--- config.mk ---
export PLATFORM = sky130hd
export DESIGN_NAME = hreg_top
export DESIGN_NICKNAME = d
export VERILOG_FILES = /design/src/rtl/hreg_pkg.sv /design/src/rtl/hreg_access_fsm.sv /design/src/rtl/hreg_index.sv /design/src/rtl/hreg_regs.sv /design/src/rtl/hreg_top.sv
export SDC_FILE = /design/constraint.sdc
export NUM_CORES = 1
export LEC_CHECK = 0
export BUFFER_PORTS_ARGS = -buffer_cell sky130_fd_sc_hd__buf_2
export CORE_ASPECT_RATIO = 0.75
export CORE_MARGIN = 4
export CORE_UTILIZATION = 57
export DETAILED_ROUTE_END_ITERATION = 6
export HOLD_SLACK_MARGIN = 0.03
export PLACE_DENSITY_LB_ADDON = 0.25
export SLEW_MARGIN = 25
export SYNTH_ARGS = -nofsm -noshare
export SYNTH_HDL_FRONTEND = slang
export SYNTH_SLANG_ARGS = --single-unit
--- constraint.sdc ---
create_clock -name clk -period 4.7 [get_ports clk]
set_input_delay 1.175 -clock clk [delete_from_list [all_inputs] [get_ports clk]]
set_output_delay 1.175 -clock clk [all_outputs]
set_load 0.005 [all_outputs]
--- src/rtl/hreg_pkg.sv ---
package hreg_pkg;

    localparam int DW   = 8;
    localparam int RA_W = 5;

    localparam logic [RA_W-1:0] A_MODE = 5'h00;
    localparam logic [RA_W-1:0] A_SAL  = 5'h0A;
    localparam logic [RA_W-1:0] A_SAH  = 5'h0C;
    localparam logic [RA_W-1:0] A_DP   = 5'h10;
    localparam logic [RA_W-1:0] A_IXL  = 5'h12;
    localparam logic [RA_W-1:0] A_IXH  = 5'h14;

    // write-only parameter registers: 0 line_bytes, 1 hsync_width,
    // 2 steal_width, 3 line_count, 4 alt_period
    localparam int NPAR = 5;

    function automatic logic [RA_W-1:0] par_addr(input int i);
        case (i)
            0:       return 5'h02;
            1:       return 5'h04;
            2:       return 5'h06;
            3:       return 5'h08;
            default: return 5'h0E;
        endcase
    endfunction

    function automatic logic [DW-1:0] par_reset(input int i);
        case (i)
            0:       return 8'h28;
            1:       return 8'h01;
            3:       return 8'hF0;
            default: return 8'h00;
        endcase
    endfunction

    typedef enum logic [2:0] {
        ST_IDLE,
        ST_MEM_WRITE,
        ST_MEM_READ,
        ST_MEM_CAPTURE,
        ST_RELEASE
    } acc_state_e;

endpackage

--- src/rtl/hreg_access_fsm.sv ---
module hreg_access_fsm
    import hreg_pkg::*;
(
    input  logic clk,
    input  logic rst_n,
    input  logic wr_act,
    input  logic rd_act,
    input  logic is_dp,
    output logic reg_wr_en,
    output logic reg_rd_en,
    output logic dp_latch,
    output logic mem_req,
    output logic mem_we,
    output logic dp_capture,
    output logic idx_inc
);

    acc_state_e state_q, state_d;

    always_ff @(posedge clk) begin
        if (!rst_n) state_q <= ST_IDLE;
        else        state_q <= state_d;
    end

    always_comb begin
        state_d = state_q;
        unique case (state_q)
            ST_IDLE: begin
                if (wr_act)      state_d = is_dp ? ST_MEM_WRITE : ST_RELEASE;
                else if (rd_act) state_d = is_dp ? ST_MEM_READ  : ST_RELEASE;
            end
            ST_MEM_WRITE:   state_d = ST_RELEASE;
            ST_MEM_READ:    state_d = ST_MEM_CAPTURE;
            ST_MEM_CAPTURE: state_d = ST_RELEASE;
            ST_RELEASE:     if (!wr_act && !rd_act) state_d = ST_IDLE;
            default:        state_d = ST_IDLE;
        endcase
    end

    always_comb begin
        reg_wr_en  = 1'b0;
        reg_rd_en  = 1'b0;
        dp_latch   = 1'b0;
        mem_req    = 1'b0;
        mem_we     = 1'b0;
        dp_capture = 1'b0;
        idx_inc    = 1'b0;
        unique case (state_q)
            ST_IDLE: begin
                reg_wr_en = wr_act && !is_dp;
                reg_rd_en = !wr_act && rd_act && !is_dp;
                dp_latch  = wr_act && is_dp;
            end
            ST_MEM_WRITE: begin
                mem_req = 1'b1;
                mem_we  = 1'b1;
                idx_inc = 1'b1;
            end
            ST_MEM_READ: mem_req = 1'b1;
            ST_MEM_CAPTURE: begin
                dp_capture = 1'b1;
                idx_inc    = 1'b1;
            end
            ST_RELEASE: ;
            default: ;
        endcase
    end

endmodule

--- src/rtl/hreg_index.sv ---
module hreg_index #(
    parameter int          MAW     = 14,
    parameter logic [13:0] IDX_MAX = 14'h257F,
    localparam int         HI_W    = MAW - 8
) (
    input  logic            clk,
    input  logic            rst_n,
    input  logic            wr_lo,
    input  logic            wr_hi,
    input  logic [7:0]      lo_data,
    input  logic [HI_W-1:0] hi_data,
    input  logic            inc,
    output logic [MAW-1:0]  idx
);

    logic [MAW-1:0] idx_q;

    always_ff @(posedge clk) begin
        if (!rst_n) begin
            idx_q <= '0;
        end else if (inc) begin
            idx_q <= (idx_q >= IDX_MAX[MAW-1:0]) ? '0 : idx_q + 1'b1;
        end else begin
            if (wr_lo) idx_q[7:0]     <= lo_data;
            if (wr_hi) idx_q[MAW-1:8] <= hi_data;
        end
    end

    assign idx = idx_q;

endmodule

--- src/rtl/hreg_regs.sv ---
module hreg_regs
    import hreg_pkg::*;
#(
    parameter int  MAW  = 14,
    localparam int HI_W = MAW - 8
) (
    input  logic             clk,
    input  logic             rst_n,
    input  logic             wr_en,
    input  logic             rd_en,
    input  logic [RA_W-1:0]  addr,
    input  logic [DW-1:0]    wdata,
    input  logic             steal_active,
    input  logic [MAW-1:0]   idx,
    input  logic             dp_capture,
    input  logic [DW-1:0]    mem_rdata,
    output logic [DW-1:0]    rdata,
    output logic [6:0]       mode,
    output logic [DW-1:0]    par [NPAR],
    output logic [MAW-1:0]   start_addr,
    output logic             idx_wr_lo,
    output logic             idx_wr_hi
);

    logic [6:0]     mode_q;
    logic [7:0]     sal_q;
    logic [MAW-1:0] start_q;
    logic [DW-1:0]  rd_val;
    logic [DW-1:0]  rdata_q;

    always_ff @(posedge clk) begin
        if (!rst_n)                        mode_q <= '0;
        else if (wr_en && addr == A_MODE)  mode_q <= wdata[6:0];
    end

    for (genvar g = 0; g < NPAR; g++) begin : g_par
        logic [DW-1:0] par_q;
        always_ff @(posedge clk) begin
            if (!rst_n)                          par_q <= par_reset(g);
            else if (wr_en && addr == par_addr(g)) par_q <= wdata;
        end
        assign par[g] = par_q;
    end

    always_ff @(posedge clk) begin
        if (!rst_n) begin
            sal_q   <= '0;
            start_q <= '0;
        end else if (wr_en && addr == A_SAL) begin
            sal_q <= wdata;
        end else if (wr_en && addr == A_SAH) begin
            start_q <= {wdata[HI_W-1:0], sal_q};
        end
    end

    assign idx_wr_lo = wr_en && addr == A_IXL;
    assign idx_wr_hi = wr_en && addr == A_IXH;

    always_comb begin
        unique case (addr)
            A_MODE:  rd_val = {steal_active, mode_q};
            A_SAL:   rd_val = sal_q;
            A_SAH:   rd_val = {{(8-HI_W){1'b0}}, start_q[MAW-1:8]};
            A_IXL:   rd_val = idx[7:0];
            A_IXH:   rd_val = {{(8-HI_W){1'b0}}, idx[MAW-1:8]};
            default: rd_val = '0;
        endcase
    end

    always_ff @(posedge clk) begin
        if (!rst_n)          rdata_q <= '0;
        else if (rd_en)      rdata_q <= rd_val;
        else if (dp_capture) rdata_q <= mem_rdata;
    end

    assign rdata      = rdata_q;
    assign mode       = mode_q;
    assign start_addr = start_q;

endmodule

--- src/rtl/hreg_top.sv ---
module hreg_top
    import hreg_pkg::*;
#(
    parameter int          MAW     = 14,
    parameter logic [13:0] IDX_MAX = 14'h257F
) (
    input  logic              clk,
    input  logic              rst_n,
    input  logic              cs_n,
    input  logic              wr_n,
    input  logic              rd_n,
    input  logic [RA_W-1:0]   addr,
    input  logic [DW-1:0]     wdata,
    output logic [DW-1:0]     rdata,
    input  logic              steal_active,
    output logic              mem_req,
    output logic              mem_we,
    output logic [MAW-1:0]    mem_addr,
    output logic [DW-1:0]     mem_wdata,
    input  logic [DW-1:0]     mem_rdata,
    output logic              lcd_en,
    output logic              rev_video,
    output logic              disp_on,
    output logic [2:0]        div_code,
    output logic              timing_hold,
    output logic [DW-1:0]     line_bytes,
    output logic [DW-1:0]     hsync_width,
    output logic [DW-1:0]     steal_width,
    output logic [DW-1:0]     line_count,
    output logic [MAW-1:0]    start_addr,
    output logic [DW-1:0]     alt_period
);

    localparam int HI_W = MAW - 8;

    logic wr_act, rd_act, is_dp;
    logic reg_wr_en, reg_rd_en, dp_latch, dp_capture, idx_inc;
    logic idx_wr_lo, idx_wr_hi;
    logic [MAW-1:0] idx;
    logic [6:0]     mode;
    logic [DW-1:0]  par [NPAR];
    logic [DW-1:0]  wlatch_q;

    assign wr_act = !cs_n && !wr_n;
    assign rd_act = !cs_n && !rd_n;
    assign is_dp  = (addr == A_DP);

    hreg_access_fsm u_fsm (
        .clk        (clk),
        .rst_n      (rst_n),
        .wr_act     (wr_act),
        .rd_act     (rd_act),
        .is_dp      (is_dp),
        .reg_wr_en  (reg_wr_en),
        .reg_rd_en  (reg_rd_en),
        .dp_latch   (dp_latch),
        .mem_req    (mem_req),
        .mem_we     (mem_we),
        .dp_capture (dp_capture),
        .idx_inc    (idx_inc)
    );

    hreg_regs #(.MAW(MAW)) u_regs (
        .clk          (clk),
        .rst_n        (rst_n),
        .wr_en        (reg_wr_en),
        .rd_en        (reg_rd_en),
        .addr         (addr),
        .wdata        (wdata),
        .steal_active (steal_active),
        .idx          (idx),
        .dp_capture   (dp_capture),
        .mem_rdata    (mem_rdata),
        .rdata        (rdata),
        .mode         (mode),
        .par          (par),
        .start_addr   (start_addr),
        .idx_wr_lo    (idx_wr_lo),
        .idx_wr_hi    (idx_wr_hi)
    );

    hreg_index #(.MAW(MAW), .IDX_MAX(IDX_MAX)) u_index (
        .clk     (clk),
        .rst_n   (rst_n),
        .wr_lo   (idx_wr_lo),
        .wr_hi   (idx_wr_hi),
        .lo_data (wdata),
        .hi_data (wdata[HI_W-1:0]),
        .inc     (idx_inc),
        .idx     (idx)
    );

    always_ff @(posedge clk) begin
        if (!rst_n)        wlatch_q <= '0;
        else if (dp_latch) wlatch_q <= wdata;
    end

    assign mem_addr    = idx;
    assign mem_wdata   = wlatch_q;
    assign lcd_en      = mode[0];
    assign rev_video   = mode[1];
    assign disp_on     = mode[2];
    assign div_code    = mode[5:3];
    assign timing_hold = mode[6];
    assign line_bytes  = par[0];
    assign hsync_width = par[1];
    assign steal_width = par[2];
    assign line_count  = par[3];
    assign alt_period  = par[4];

endmodule

## Word-level counts from Yosys, hierarchy flattened

Cells that the tools add are included.

| word-level totals | value |
|---|---|
| bits in registers | 102 |
| bits of input ports | 27 |
| output and inout port bits | 93 |
| logic and storage cells | 84 |

| cells by class | value |
|---|---|
| add/sub/neg operators | 1 |
| magnitude comparators | 1 |
| eq/ne operators | 16 |
| multiplexer cells | 20 |
| bitwise operators | 1 |
| reduce and logical (&&, ||, !) cells | 32 |

Operator list:

| operator | count |
|---|---|
| $pmux 8 s5 | 1 |
| $mux 14 | 2 |
| $mux 8 | 3 |
| $eq 5x4->1 const B | 4 |
| $logic_and 1x1->1 | 17 |
| $eq 5x5->1 const B | 3 |
| $mux 3 | 5 |
| $add 14x1->14 const B | 1 |
| $ge 14x14->1 const B | 1 |
| $pmux 3 s4 | 1 |
| $eq 5x3->1 const B | 2 |
| $mux 1 | 7 |
| $eq 3x2->1 const B | 2 |
| $logic_not 1->1 | 6 |
| $mux 6 | 1 |
| $reduce_bool 2->1 | 3 |
| $eq 5x2->1 const B | 1 |
| $logic_not 5->1 | 1 |
| $reduce_and 2->1 | 2 |
| $reduce_or 2->1 | 2 |
| $eq 3x1->1 const B | 1 |
| $eq 3x3->1 const B | 1 |
| $logic_not 3->1 | 1 |
| $ne 3x1->1 const B | 1 |
| other kinds (2) | 2 |

## Longest topological paths before layout

| depth | value |
|---|---|
| depth in word-level cells | 7 |
| mapped depth | 9 |
| gate-level depth less buffers | 6 |

## Hierarchy

Synthesis repeated with hierarchy kept, for this count alone.

| unflattened totals | value |
|---|---|
| cell total of the unflattened synthesis | 541 |
| area total of the unflattened synthesis | 4,917.2 µm² |

Modules (own cells, without submodules):

| module | times used | cells each | area an instance (µm²) | sequential area each (µm²) |
|---|---|---|---|---|
| hreg_regs | 1 | 363 | 3,374.5 | 1,541.5 |
| hreg_index | 1 | 126 | 1,029.7 | 280.3 |
| hreg_top | 1 | 29 | 321.6 | 160.2 |
| hreg_access_fsm | 1 | 23 | 191.4 | 60.1 |

## Worst setup path after synthesis

No wires, ideal clock.

| path | value |
|---|---|
| path kind | input-to-reg |
| start point | in addr[2] |
| end point | reg u_regs.rdata_q[4] (netlist: u_regs.rdata[4]) |
| library setup time | 0.131 ns |
| data arrival time | 2.510 ns |
| required time | 4.569 ns |
| setup slack | 2.059 ns |
| stages | 6 |
| path buffers | 1 |
| path through | buf_2 -> or3b_4 -> o211ai_2 -> nand2_1 -> o211ai_2 -> o22ai_1 |

| on the way | value |
|---|---|
| cells in the longest elaborated chain, start to end | 5 |
| elaborated cells on any way between the ends | 12 |
| those cells by class | 5 x eq/ne; 3 x mux; 4 x reduce/logical |

Ends and longest elaborated chain:

| item | line | RTL |
|---|---|---|
| start, declared | hreg_top.sv:12 | `input logic [RA_W-1:0] addr,` |
| $eq 5x5->1 | hreg_top.sv:46 | `assign is_dp = (addr == A_DP);` |
| $logic_not 1->1 | hreg_access_fsm.sv:51 | `reg_rd_en = !wr_act && rd_act && !is_dp;` |
| $logic_and 1x1->1 | hreg_access_fsm.sv:51 |  |
| $mux 1 | hreg_access_fsm.sv:48 | `unique case (state_q)` |
| $mux 8 or $reduce_bool 2->1 (tied branches) | - |  |
| end signal, assigned | hreg_regs.sv:72 | `else if (rd_en) rdata_q <= rd_val;` |
| end signal, assigned | hreg_regs.sv:73 | `else if (dp_capture) rdata_q <= mem_rdata;` |
| end, declared | hreg_regs.sv:29 | `logic [DW-1:0] rdata_q;` |

Parallel ways exist; a longest one is shown, timed or not.
A chain may end at the register's enable or synchronous reset.

## Worst setup path in the final report

| path | value |
|---|---|
| start point | reg u_fsm.state_q[0] |
| end point | out mem_we |

| on the way | value |
|---|---|
| cells in the longest elaborated chain, start to end | 2 |

Ends and longest elaborated chain:

| item | line | RTL |
|---|---|---|
| start, declared | hreg_access_fsm.sv:18 | `acc_state_e state_q, state_d;` |
| start signal, assigned | hreg_access_fsm.sv:22 | `else state_q <= state_d;` |
| $eq 3x1->1 | hreg_access_fsm.sv:48 |  |
| $mux 1 | hreg_access_fsm.sv:48 |  |
| end, declared | hreg_top.sv:17 | `output logic mem_we,` |

Every way passes these cells.

==> results.yml <==
sta:
  fmax_mhz: 343
  tightest_slew_ns: 0.991
  tns_ns: 0
  finalCritPeriodShare_pct: 62.1
  skew_ns: 0.00751
  rsz0062_at_grt: "false"
  maxSlewHeadroom_pct: 33.9
  finalCriticalPeriod_ns: 2.92
  finalSetupViolCount: 0
  finalHoldViolations: 0
  hold_ws_ns: 0.455
  slew_viol_final: 0
clock_network:
  tritoncts: "done"
  htreeDepth: 3
  clk_pin_slew_ns: 0.07
  insertion_delay_ns: 0.35
  post_cts_resize_count: 0
  cts-root-buf: "clkbuf_16"
  post_cts_buffers: 0
  cts_buffers: 9
  cts_buffer_depth: 2
  postCtsHoldBufs: 0
  clock_sinks: 102
run:
  drv_cap: 0
grt:
  antenna_found_initial: 0
  grt_max_degree: 65
  first_global_vias: 4266
  overflow: 0
  grt_usage_pct: 28.7
  grt_pass1_wl_um: 22400
synthesis:
  ys_seq_area_share_pct: 42.4
  synth.avg_cell_area_um2: 9.22
  synth-edff-count: 0
  ys_seq_elements: 102
  synth_top_area_share_pct: 42.4
  synth_most_common_cell: "dfxtp_1"
  yosys_warnings: 0
  synth_nets: 550
  syn_inst: 522
  yosys.cell_types.count: 58
  synth_common_cells: "dfxtp_1 (102), mux2i_1 (63), nor2b_1 (58)"
  async_flop_share_pct: 0
  synth_area_mm2: 0.00481
  yosys-top-cells-area: "dfxtp_1 (42%), mux2i_1 (13%), nor2b_1 (7.5%), nand2_1 (4.4%), nand3_1 (3.1%)"
  synth_top_area_cell: "dfxtp_1"
  synth_ff_type: "dfxtp_1"
critical_path:
  start_kind: "flop"
  r2r-start: "u_fsm.state_q[0]$_SDFFE_PN0P_"
  critPathMaxFanout: 17
  crit_arrival_ns: 1.74
  endpoint_kind: "output pin"
  rrSetupSlack_ns: 2.38
  rr_worst_depth: 5
  r2r-end: "u_regs.g_par[3].par_q[4]$_SDFFE_PN1P_"
  crit_type: "reg2out"
  cp.required_ns: 3.52
min_path:
  min_path_cells: 2
  min_from: "u_regs.start_addr[7]$_SDFFE_PN0P_"
  holdPathEnd: "u_regs.start_addr[7]$_SDFFE_PN0P_"
  holdCritPathClass: "reg2reg"
floorplanning:
  ios: 120
  dieArea_mm2: 0.00999
  initial_core_util_pct: 59.7
  std_cell_rows: 28
  core_area_mm2: 0.00806
  die_h_um: 87.6
  die_w_um: 114
route:
  dr.pass1.iters: 5
  avgRoutedWirePerCell_um: 19.3
  first_iter_violations: 490
  drcViolationCount: 0
  vias: 4344
  wl_um: 14000
  ant_nets: 0
  via_per_inst: 6.00
final_layout:
  area_delta_synth_final_pct: 17.3
  diodes: 0
  nNetsFinal: 642
  drive_above_1_share_pct: 25.4
  nFillCells: 650
pwr:
  p_switching_uw: 400
  p_leak_uw: 0.00225
  p_comb_share_pct: 6.1
  power_frac_clock_pct: 43.5
  p_sw_share_pct: 23.0
  vdd_drop_max_v: 0.000262
  total_power_uw: 1740
  pwr-share-seq_pct: 50.4
  p_int_uw: 1340
  cellPowerDensity_mw_per_mm2: 308
placement:
  io_buffers: 119
  finalWeightedCongestion: 0.927
  hpwlAfterDp_um: 9870
run_status:
  run_status: "completed"
[power by group through the flow]
| stage | Combinational [µW] | Clock (µW) | Sequential, µW |
|---|---|---|---|
| finish | 106 | 756 | 877 |
| global route | 114 | 800 | 877 |
| CTS | 104 | 762 | 877 |
| detailed placement | 103 | 0 | 896 |
| global placement | 102 | 0 | 896 |
| floorplan | 66.5 | 0 | 895 |
[registers in the layout (all words and copies together), names as in the netlist]
signal and flops:
u_regs.g_par.par_q 40, mem_wdata 8, u_regs.rdata 8, u_regs.start_addr 14
u_regs.mode 7, u_regs.sal_q 8, u_index.idx 14, u_fsm.state_q 3
[worst max path at each step]
stage                                             start                               endpoint  cells after the start
after detailed placement                           cs_n  u_regs.g_par[3].par_q[4]$_SDFFE_PN1P_                      6
after global placement                             cs_n  u_regs.g_par[1].par_q[0]$_SDFFE_PN1P_                      6
after CTS                 u_fsm.state_q[0]$_SDFFE_PN0P_                                 mem_we                      3
after floorplan                                 addr[2]           u_regs.rdata[4]$_SDFFE_PN0P_                      6
after global routing      u_fsm.state_q[0]$_SDFFE_PN0P_                                 mem_we                      3
final                     u_fsm.state_q[0]$_SDFFE_PN0P_                                 mem_we                      3
[final cells by class]
cell class,count,area (µm²),share of cell area [%]
Multi-Input combinational cell,375,2540,45.0
Tap cell,105,131,2.33
Sequential cell,102,2040,36.2
Timing Repair Buffer,122,618,10.9
Inverter,4,15.0,0.266
Clock buffer,11,243,4.30
Clock inverter,5,57.6,1.02
[stage by stage]
stage	setup WS (ns)	std cells	utilization [%]	area, µm²
after floorplan	2.06	522	-	4810
after detailed placement	1.68	708	66.3	5350
after global placement	1.74	708	66.3	5350
after CTS	1.82	724	70.1	5650
final	1.78	724	70.1	5650
after global routing	1.69	724	70.1	5650
[worst max-delay path: stages, from the launching register on]
cell and delay (ns):
dfxtp_1 0.52, nand2b_1 0.49, nor2_1 0.25, buf_2 0.14
[cell families after synthesis]
group / share of synthesized area [%]
AOI/OAI and AO/OA: 15.0
xor gates and xnor gates: 0.546
adders and majority gates: 0.260
buffers and inverters: 4.81
DFF: 42.4
muxes: 13.1
and+or+nand+nor: 23.8
[per-layer routing]
layer,global-route usage [%],routed length (µm)
met1,39.5,6200
met2,43.4,6140
met3,7.32,1350
met4,11.2,312
met5,0,0
[cells in the final DEF (no fill, tap or decap), types with 2 or more instances in the layout]
cell type,Yosys,layout
a21boi_0,5,5
a21boi_1,10,10
a21oi_1,18,18
a21oi_2,2,2
a221o_1,2,2
a221oi_1,6,6
a32oi_1,2,2
and2_1,6,6
and3_1,4,4
and4_1,2,2
and4b_1,2,2
buf_2,14,119
buf_4,6,3
clkbuf_16,0,9
clkinv_2,0,2
dfxtp_1,102,102
inv_1,4,4
mux2i_1,63,63
nand2_1,57,57
nand2b_1,4,4
nand3_1,30,30
nand4_1,2,2
nor2_1,15,15
nor2b_1,58,58
nor3_1,2,2
nor3b_1,2,2
nor4_1,4,4
o211a_1,3,3
o211ai_2,3,3
o21ai_0,26,26
o221a_2,2,2
o22ai_1,12,12
o31a_1,5,5
or2_2,3,3
xor2_1,2,2
Power figures use the tool's default switching activity.
